[src/rtl/sb_pkg.sv]
package sb_pkg;

  // hazard cause positions in the decode hazard vector
  localparam int HZ_RAW  = 0;
  localparam int HZ_WAW  = 1;
  localparam int HZ_WAR  = 2;
  localparam int HZ_FULL = 3;
  localparam int HZ_W    = 4;

  // strobes from control to datapath
  typedef struct packed {
    logic claimTgt;  // accepted decode marks its destination pending
    logic readA;     // accepted decode adds a reader on source A
    logic readB;     // accepted decode adds a reader on source B
    logic dropA;     // issue removes a reader from source A
    logic dropB;     // issue removes a reader from source B
    logic fillTgt;   // writeback frees its register
  } sbStrobe_t;

endpackage

[src/rtl/sb_datapath.sv]
module sb_datapath
  import sb_pkg::*;
#(
  parameter int NUM_REGS = 32,
  parameter int CNT_W    = 3,
  parameter int IDX_W    = $clog2(NUM_REGS)
) (
  input  logic                      clk,
  input  logic                      rstN,
  input  sbStrobe_t                 st,
  input  logic [IDX_W-1:0]          decSrcA,
  input  logic [IDX_W-1:0]          decSrcB,
  input  logic [IDX_W-1:0]          decTgt,
  input  logic [IDX_W-1:0]          issSrcA,
  input  logic [IDX_W-1:0]          issSrcB,
  input  logic [IDX_W-1:0]          wbTgt,
  output logic [NUM_REGS-1:0]       availVec,
  output logic [NUM_REGS*CNT_W-1:0] readCnt
);

  localparam int WIDE_W = CNT_W + 2;
  localparam logic [WIDE_W-1:0] CNT_MAX = WIDE_W'((1 << CNT_W) - 1);

  for (genvar r = 0; r < NUM_REGS; r++) begin : gReg
    localparam logic [IDX_W-1:0] MY_IDX = IDX_W'(r);

    logic             availQ;
    logic             availD;
    logic [CNT_W-1:0] cntQ;
    logic [CNT_W-1:0] cntD;
    logic [1:0]       incR;
    logic [1:0]       decR;
    logic [WIDE_W-1:0] cntWide;
    logic             hitFill;
    logic             hitClaim;

    assign hitFill  = st.fillTgt  && (wbTgt  == MY_IDX);
    assign hitClaim = st.claimTgt && (decTgt == MY_IDX);

    // writeback first, a same-cycle claim then wins
    always_comb begin
      availD = availQ;
      if (hitFill)  availD = 1'b1;
      if (hitClaim) availD = 1'b0;
    end

    always_comb begin
      incR = 2'({1'b0, st.readA && (decSrcA == MY_IDX)})
           + 2'({1'b0, st.readB && (decSrcB == MY_IDX)});
      decR = 2'({1'b0, st.dropA && (issSrcA == MY_IDX)})
           + 2'({1'b0, st.dropB && (issSrcB == MY_IDX)});
      cntWide = WIDE_W'(cntQ) + WIDE_W'(incR) - WIDE_W'(decR);
      cntD = cntWide[CNT_W-1:0];
    end

    always_ff @(posedge clk) begin
      if (!rstN) begin
        availQ <= 1'b1;
        cntQ   <= '0;
      end else begin
        availQ <= availD;
        cntQ   <= cntD;
      end
    end

    assign availVec[r]               = availQ;
    assign readCnt[r*CNT_W +: CNT_W] = cntQ;


    no_underflow_chk: assert property (@(posedge clk) disable iff (!rstN)
      (WIDE_W'(cntQ) + WIDE_W'(incR)) >= WIDE_W'(decR));


    no_overflow_chk: assert property (@(posedge clk) disable iff (!rstN)
      (WIDE_W'(cntQ) + WIDE_W'(incR) - WIDE_W'(decR)) <= CNT_MAX);
  end

endmodule

[src/rtl/sb_control.sv]
module sb_control
  import sb_pkg::*;
#(
  parameter int NUM_REGS = 32,
  parameter int CNT_W    = 3,
  parameter int IDX_W    = $clog2(NUM_REGS)
) (
  input  logic                      clk,
  input  logic                      rstN,
  input  logic                      decValid,
  input  logic                      decUseA,
  input  logic [IDX_W-1:0]          decSrcA,
  input  logic                      decUseB,
  input  logic [IDX_W-1:0]          decSrcB,
  input  logic                      decHasTgt,
  input  logic [IDX_W-1:0]          decTgt,
  input  logic                      issValid,
  input  logic                      issUseA,
  input  logic                      issUseB,
  input  logic                      wbValid,
  input  logic [IDX_W-1:0]          wbTgt,
  input  logic [NUM_REGS-1:0]       availVec,
  input  logic [NUM_REGS*CNT_W-1:0] readCnt,
  output sbStrobe_t                 st,
  output logic                      decStall,
  output logic [HZ_W-1:0]           decHazard
);

  localparam int WIDE_W = CNT_W + 2;
  localparam logic [WIDE_W-1:0] CNT_MAX = WIDE_W'((1 << CNT_W) - 1);

  logic             freeA;
  logic             freeB;
  logic             freeT;
  logic [CNT_W-1:0] cntA;
  logic [CNT_W-1:0] cntB;
  logic [CNT_W-1:0] cntT;
  logic [1:0]       addA;
  logic [1:0]       addB;
  logic             sameSrc;
  logic             rawHit;
  logic             wawHit;
  logic             warHit;
  logic             fullHit;
  logic             accept;

  // availability with same-cycle writeback bypass
  assign freeA = availVec[decSrcA] || (wbValid && (wbTgt == decSrcA));
  assign freeB = availVec[decSrcB] || (wbValid && (wbTgt == decSrcB));
  assign freeT = availVec[decTgt]  || (wbValid && (wbTgt == decTgt));

  assign cntA = readCnt[decSrcA*CNT_W +: CNT_W];
  assign cntB = readCnt[decSrcB*CNT_W +: CNT_W];
  assign cntT = readCnt[decTgt*CNT_W +: CNT_W];

  assign sameSrc = decUseA && decUseB && (decSrcA == decSrcB);
  assign addA    = 2'({1'b0, decUseA}) + 2'({1'b0, sameSrc});
  assign addB    = 2'({1'b0, decUseB}) + 2'({1'b0, sameSrc});

  always_comb begin
    rawHit  = (decUseA && !freeA) || (decUseB && !freeB);
    wawHit  = decHasTgt && !freeT;
    warHit  = decHasTgt && (cntT != '0);
    fullHit = (decUseA && ((WIDE_W'(cntA) + WIDE_W'(addA)) > CNT_MAX))
           || (decUseB && ((WIDE_W'(cntB) + WIDE_W'(addB)) > CNT_MAX));
  end

  always_comb begin
    decHazard          = '0;
    decHazard[HZ_RAW]  = decValid && rawHit;
    decHazard[HZ_WAW]  = decValid && wawHit;
    decHazard[HZ_WAR]  = decValid && warHit;
    decHazard[HZ_FULL] = decValid && fullHit;
  end

  assign decStall = |decHazard;
  assign accept   = decValid && !decStall;

  always_comb begin
    st          = '0;
    st.claimTgt = accept && decHasTgt;
    st.readA    = accept && decUseA;
    st.readB    = accept && decUseB;
    st.dropA    = issValid && issUseA;
    st.dropB    = issValid && issUseB;
    st.fillTgt  = wbValid;
  end


  claim_clears_chk: assert property (@(posedge clk) disable iff (!rstN)
    st.claimTgt |=> !availVec[$past(decTgt)]);


  fill_sets_chk: assert property (@(posedge clk) disable iff (!rstN)
    (st.fillTgt && !(st.claimTgt && (decTgt == wbTgt))) |=> availVec[$past(wbTgt)]);

endmodule

[src/rtl/regScoreboard.sv]
module regScoreboard
  import sb_pkg::*;
#(
  parameter int NUM_REGS = 32,
  parameter int CNT_W    = 3,
  parameter int IDX_W    = $clog2(NUM_REGS)
) (
  input  logic             clk,
  input  logic             rstN,
  input  logic             decValid,
  input  logic             decUseA,
  input  logic [IDX_W-1:0] decSrcA,
  input  logic             decUseB,
  input  logic [IDX_W-1:0] decSrcB,
  input  logic             decHasTgt,
  input  logic [IDX_W-1:0] decTgt,
  input  logic             issValid,
  input  logic             issUseA,
  input  logic [IDX_W-1:0] issSrcA,
  input  logic             issUseB,
  input  logic [IDX_W-1:0] issSrcB,
  input  logic             wbValid,
  input  logic [IDX_W-1:0] wbTgt,
  output logic             decStall,
  output logic [3:0]       decHazard
);

  sbStrobe_t                 st;
  logic [NUM_REGS-1:0]       availVec;
  logic [NUM_REGS*CNT_W-1:0] readCnt;

  sb_control #(.NUM_REGS(NUM_REGS), .CNT_W(CNT_W), .IDX_W(IDX_W)) uCtrl (
    .clk(clk), .rstN(rstN),
    .decValid(decValid), .decUseA(decUseA), .decSrcA(decSrcA),
    .decUseB(decUseB), .decSrcB(decSrcB),
    .decHasTgt(decHasTgt), .decTgt(decTgt),
    .issValid(issValid), .issUseA(issUseA), .issUseB(issUseB),
    .wbValid(wbValid), .wbTgt(wbTgt),
    .availVec(availVec), .readCnt(readCnt),
    .st(st), .decStall(decStall), .decHazard(decHazard)
  );

  sb_datapath #(.NUM_REGS(NUM_REGS), .CNT_W(CNT_W), .IDX_W(IDX_W)) uData (
    .clk(clk), .rstN(rstN), .st(st),
    .decSrcA(decSrcA), .decSrcB(decSrcB), .decTgt(decTgt),
    .issSrcA(issSrcA), .issSrcB(issSrcB), .wbTgt(wbTgt),
    .availVec(availVec), .readCnt(readCnt)
  );

endmodule

[config.mk]
export PLATFORM = sky130hd
export DESIGN_NAME = regScoreboard
export DESIGN_NICKNAME = d
export VERILOG_FILES = /design/src/rtl/sb_pkg.sv /design/src/rtl/sb_datapath.sv /design/src/rtl/sb_control.sv /design/src/rtl/regScoreboard.sv
export SDC_FILE = /design/constraint.sdc
export NUM_CORES = 1
export LEC_CHECK = 0
export ABC_CLOCK_PERIOD_IN_PS = 9700
export CAP_MARGIN = 10
export CORE_AREA = 4 4 174 176
export CTS_CLUSTER_DIAMETER = 80
export DETAILED_ROUTE_END_ITERATION = 8
export DIE_AREA = 0 0 178 180
export DONT_BUFFER_PORTS = 1
export GPL_ROUTABILITY_DRIVEN = 0
export HOLD_SLACK_MARGIN = 0.06
export PLACE_DENSITY = 0.54
export SLEW_MARGIN = 5
export SYNTH_ARGS = -nofsm -noshare
export SYNTH_HDL_FRONTEND = slang
export SYNTH_SLANG_ARGS = --single-unit
[constraint.sdc]
create_clock -name clk -period 9.7 [get_ports clk]
set_input_delay 0.97 -clock clk [delete_from_list [all_inputs] [get_ports clk]]
set_output_delay 0.97 -clock clk [all_outputs]
set_load 0.03 [all_outputs]
==> flow_summary_export.csv <==
group,metric,value,unit
setup_path,critical_path_class,"in2out",
clock_network,post_cts.repair.setup_buffers,0,
sta,report.final.slew_viol_count,0,
setup_path,timing.critical_path.arrival,4.18,ns
sta,max-slew-margin-rel,11.8,%
grt,grt_start_max_net_pins,135,
routing,drt_pass1_iterations,5,
routing,antenna_left,0,
worst_hold_path,holdCritPathClass,"reg2reg",
setup_path,worstReg2RegStart,"uData.gReg[14].cntQ[0]",
setup_path,worst_setup_path_start_kind,"input pin",
power,power.density,119,nW/µm²
setup_path,reg2reg_depth,16,
die,fp-row-count,62,
placed_design,dp_hpwl,27700,µm
clock_network,cts_sinks,128,
routing,wire_length_on_met2,16900,µm
power,cellLeakagePower,4.93,nW
clock_network,cts.root.buffer_cell,"clkbuf_16",
clock_network,worstSkewPairLatency,0.44,ns
setup_path,crit_fanout,39,
yosys,synthArstFlopShare,0,%
grt,first_global_vias,9529,
yosys,synth_fp_nets,1428,
grt,global_route_wire_length_before_repair,58300,µm
die,initial_core_util,39.6,%
power,clock_power_share,52.2,%
sta,final_hold_viol_count,0,
routing,avgViaCountPerCell,5.88,
sta,final_cycle_utilization_of_the_critical_path,53.1,%
placed_design,io_buffer_count,0,
power,internal_power_summed_over_all_cells,1.09,mW
power,share_seq_of_total_power,37.7,%
sta,maxClockFrequency,0.194,GHz
sta,final.setup.worst_slack,4.55,ns
placed_design,postPlaceCellArea,11500,µm²
yosys,synthDistinctLibCells,67,
yosys,post_synth_top_area_share,22.6,%
job,max-cap-violations,0,
sta,worst_hold_slack,0.558,ns
yosys,syn_area,11300,µm²
sta,setup_repair_after_global_routing_missed_its_margin,"false",
cells_and_area,final_util,42.5,%
clock_network,cts.clk_slew.worst_paths,0.05,ns
power,switching_power,0.364,mW
clock_network,post_cts_hold_buffer_count,0,
yosys,avgSynthCellArea,9.01,µm²
worst_hold_path,whs_path_depth,2,
clock_network,numCtsBuffers,17,
grt,grt_overflow,0,
cells_and_area,layout.cell_area.non_filler,12200,µm²
worst_hold_path,worstHoldStart,"uData.gReg[6].availQ",
routing,drc_violations,0,
routing,drt-met1-wl,15800,µm
grt,gr-usage-all-layers,23.7,%
clock_network,htree_levels,4,
cells_and_area,antenna_cells,0,
clock_network,cts_tree,"yes",
yosys,synth.ff_latch_count,128,
die,fp.dieW,178,µm
routing,num_vias,9384,
die,die_area,32000,µm²
routing,wl,37500,µm
die,placeableCoreArea,28600,µm²
power,power.ir.vdd_worst,86.5,µV
routing,wl_met3,3380,µm
clock_network,cts.repair.resized,0,
yosys,netlist_top_cells_area,"dfxtp_1, mux4_2, fa_1",
routing,routed_wire_length_per_instance,23.5,µm
sta,worstMarginPinSlew,1.32,ns
yosys,syn_inst,1258,
cells_and_area,final_nets,1370,
power,p_comb_share,10.1,%
routing,drt-initial-drc-count,1027,
die,die_h,180,µm
power,netSwitchingFraction,25.1,%
sta,setup-violations-final,0,
sta,fin_skew,0.0144,ns
yosys,yosys.area.top_type,"dfxtp_1",
outcome,outcome,"finished, final reports clean",
cells_and_area,nFillCells,2840,
setup_path,cp-startpoint,"decSrcB[0]",
yosys,synth_ff_type,"dfxtp_1",
setup_path,cp.required,8.73,ns
yosys,synth_edf_count,0,
sta,tns,0,ns
yosys,seq_area_frac_synth,22.6,%
routing,route.top_layer_used,"met4",
die,num_io_pins,45,
sta,layout_min_cycle_time,5.15,ns
setup_path,timing.critical_path.to_type,"output pin",
clock_network,cts_max_path_buffers,2,
cells_and_area,synthToLayoutAreaGrowth,7.38,%
cells_and_area,fraction_of_layout_cells_with_a_size_suffix_above_1,9.32,%
grt,grt_antenna_before_repair,0,
placed_design,detailedPlace.worstSlack,4.18,ns
yosys,synth-warning-count,0,
state kept, by name, summed over array words and instances (netlist names):
signal             cells
uData.gReg.availQ     32
uData.gReg.cntQ       96
kinds of logic (layout without fill, tap and decap cells):
family | count (synthesis) | count (layout) | share of synthesized area (%)
adder cells (fa/ha/maj) | 130 | 130 | 18.6
AO/OA/AOI/OAI | 124 | 124 | 7.75
buffers and inverters | 196 | 150 | 6.96
multiplexers | 84 | 84 | 13.9
flip-flops | 128 | 128 | 22.6
AND/OR/NAND/NOR | 512 | 512 | 23.7
XOR/XNOR | 84 | 84 | 6.49
power groups by stage:
stage          sequential, mW  combinational (mW)  clock, mW
4_1_cts                 0.546               0.145      0.765
2_1_floorplan           0.553               0.145          0
3_5_place_dp            0.558               0.145          0
3_3_place_gp            0.558               0.144          0
6_report                0.547               0.147      0.756
5_1_grt                 0.548               0.159      0.785
worst max-delay path, cell delays in order:
cell and delay (ns):
mux4_2 0.50, mux4_2 0.50, mux2_2 0.28, ha_1 0.27
a31oi_1 0.07, or2_2 0.29, a31oi_1 0.44, nor4_4 0.10
buf_4 0.26, inv_2 0.44
cell usage in the layout, fill, tap and decap left out, drive strengths merged, types with 6 or more instances in the layout:
cell	n
a21oi	27
a22oi	14
a31oi	18
and2	92
and3	16
bufinv	6
clkbuf	18
dfxtp	128
fa	64
ha	66
inv	115
mux2	11
mux2i	15
mux4	58
nand2	66
nand2b	22
nand3	58
nand3b	7
nand4	9
nor2	107
nor2b	22
nor3	62
nor3b	15
nor4	14
o21ai	10
or3	9
xnor2	67
xor2	17
per-stage QoR:
stage	power [mW]	std cells
after floorplan	0.698	1258
after global placement	0.702	1565
after detailed placement	0.703	1565
after CTS	1.46	1596
after global routing	1.49	1596
final	1.45	1596
cells in the mapped netlist (3+ instances only):
cell type / n
dfxtp_1: 128
inv_1: 112
nor2_1: 107
and2_1: 92
xnor2_1: 67
ha_1: 66
nand2_1: 66
fa_1: 64
nor3_1: 62
mux4_2: 58
nand3_1: 58
clkbuf_1: 49
a21oi_1: 27
nand2b_1: 22
nor2b_1: 22
a31oi_1: 18
xor2_1: 17
and3_1: 16
buf_2: 16
mux2i_1: 15
nor3b_1: 15
a22oi_1: 14
nor4_1: 13
mux2_2: 10
buf_1: 9
nand4_1: 9
o21ai_0: 9
or3_1: 9
nand3b_1: 7
a211o_1: 5
buf_4: 5
o31a_1: 5
or4_1: 5
a211oi_1: 4
a32oi_1: 4
a41oi_1: 4
o211ai_1: 4
or2_2: 4
a311oi_1: 3
path summary, 6_finish.rpt:
check | end | slack (ns)
hold / removal | uData.gReg[6].availQ | 0.56
hold reg to reg | uData.gReg[6].availQ | 0.56
setup reg to reg | uData.gReg[5].cntQ[2] | 4.81
setup / recovery | decStall | 4.55
final cells by class:
cell class / count / area (µm²) / share of cell area [%]
clock inverters: 13 / 235 / 1.93
repair buffers: 4 / 30.0 / 0.247
multi-input cells: 934 / 7990 / 65.7
flip-flops and latches: 128 / 2560 / 21.1
inverters: 115 / 432 / 3.55
well taps: 384 / 480 / 3.95
clock buffers: 18 / 439 / 3.61
metal layers:
metal	global-route usage (%)	vias up
li1	-	4238
met1	32.1	4567
met2	36.7	478
met3	5.44	101
met4	9.10	0
met5	0	-
Power figures use the tool's default switching activity.
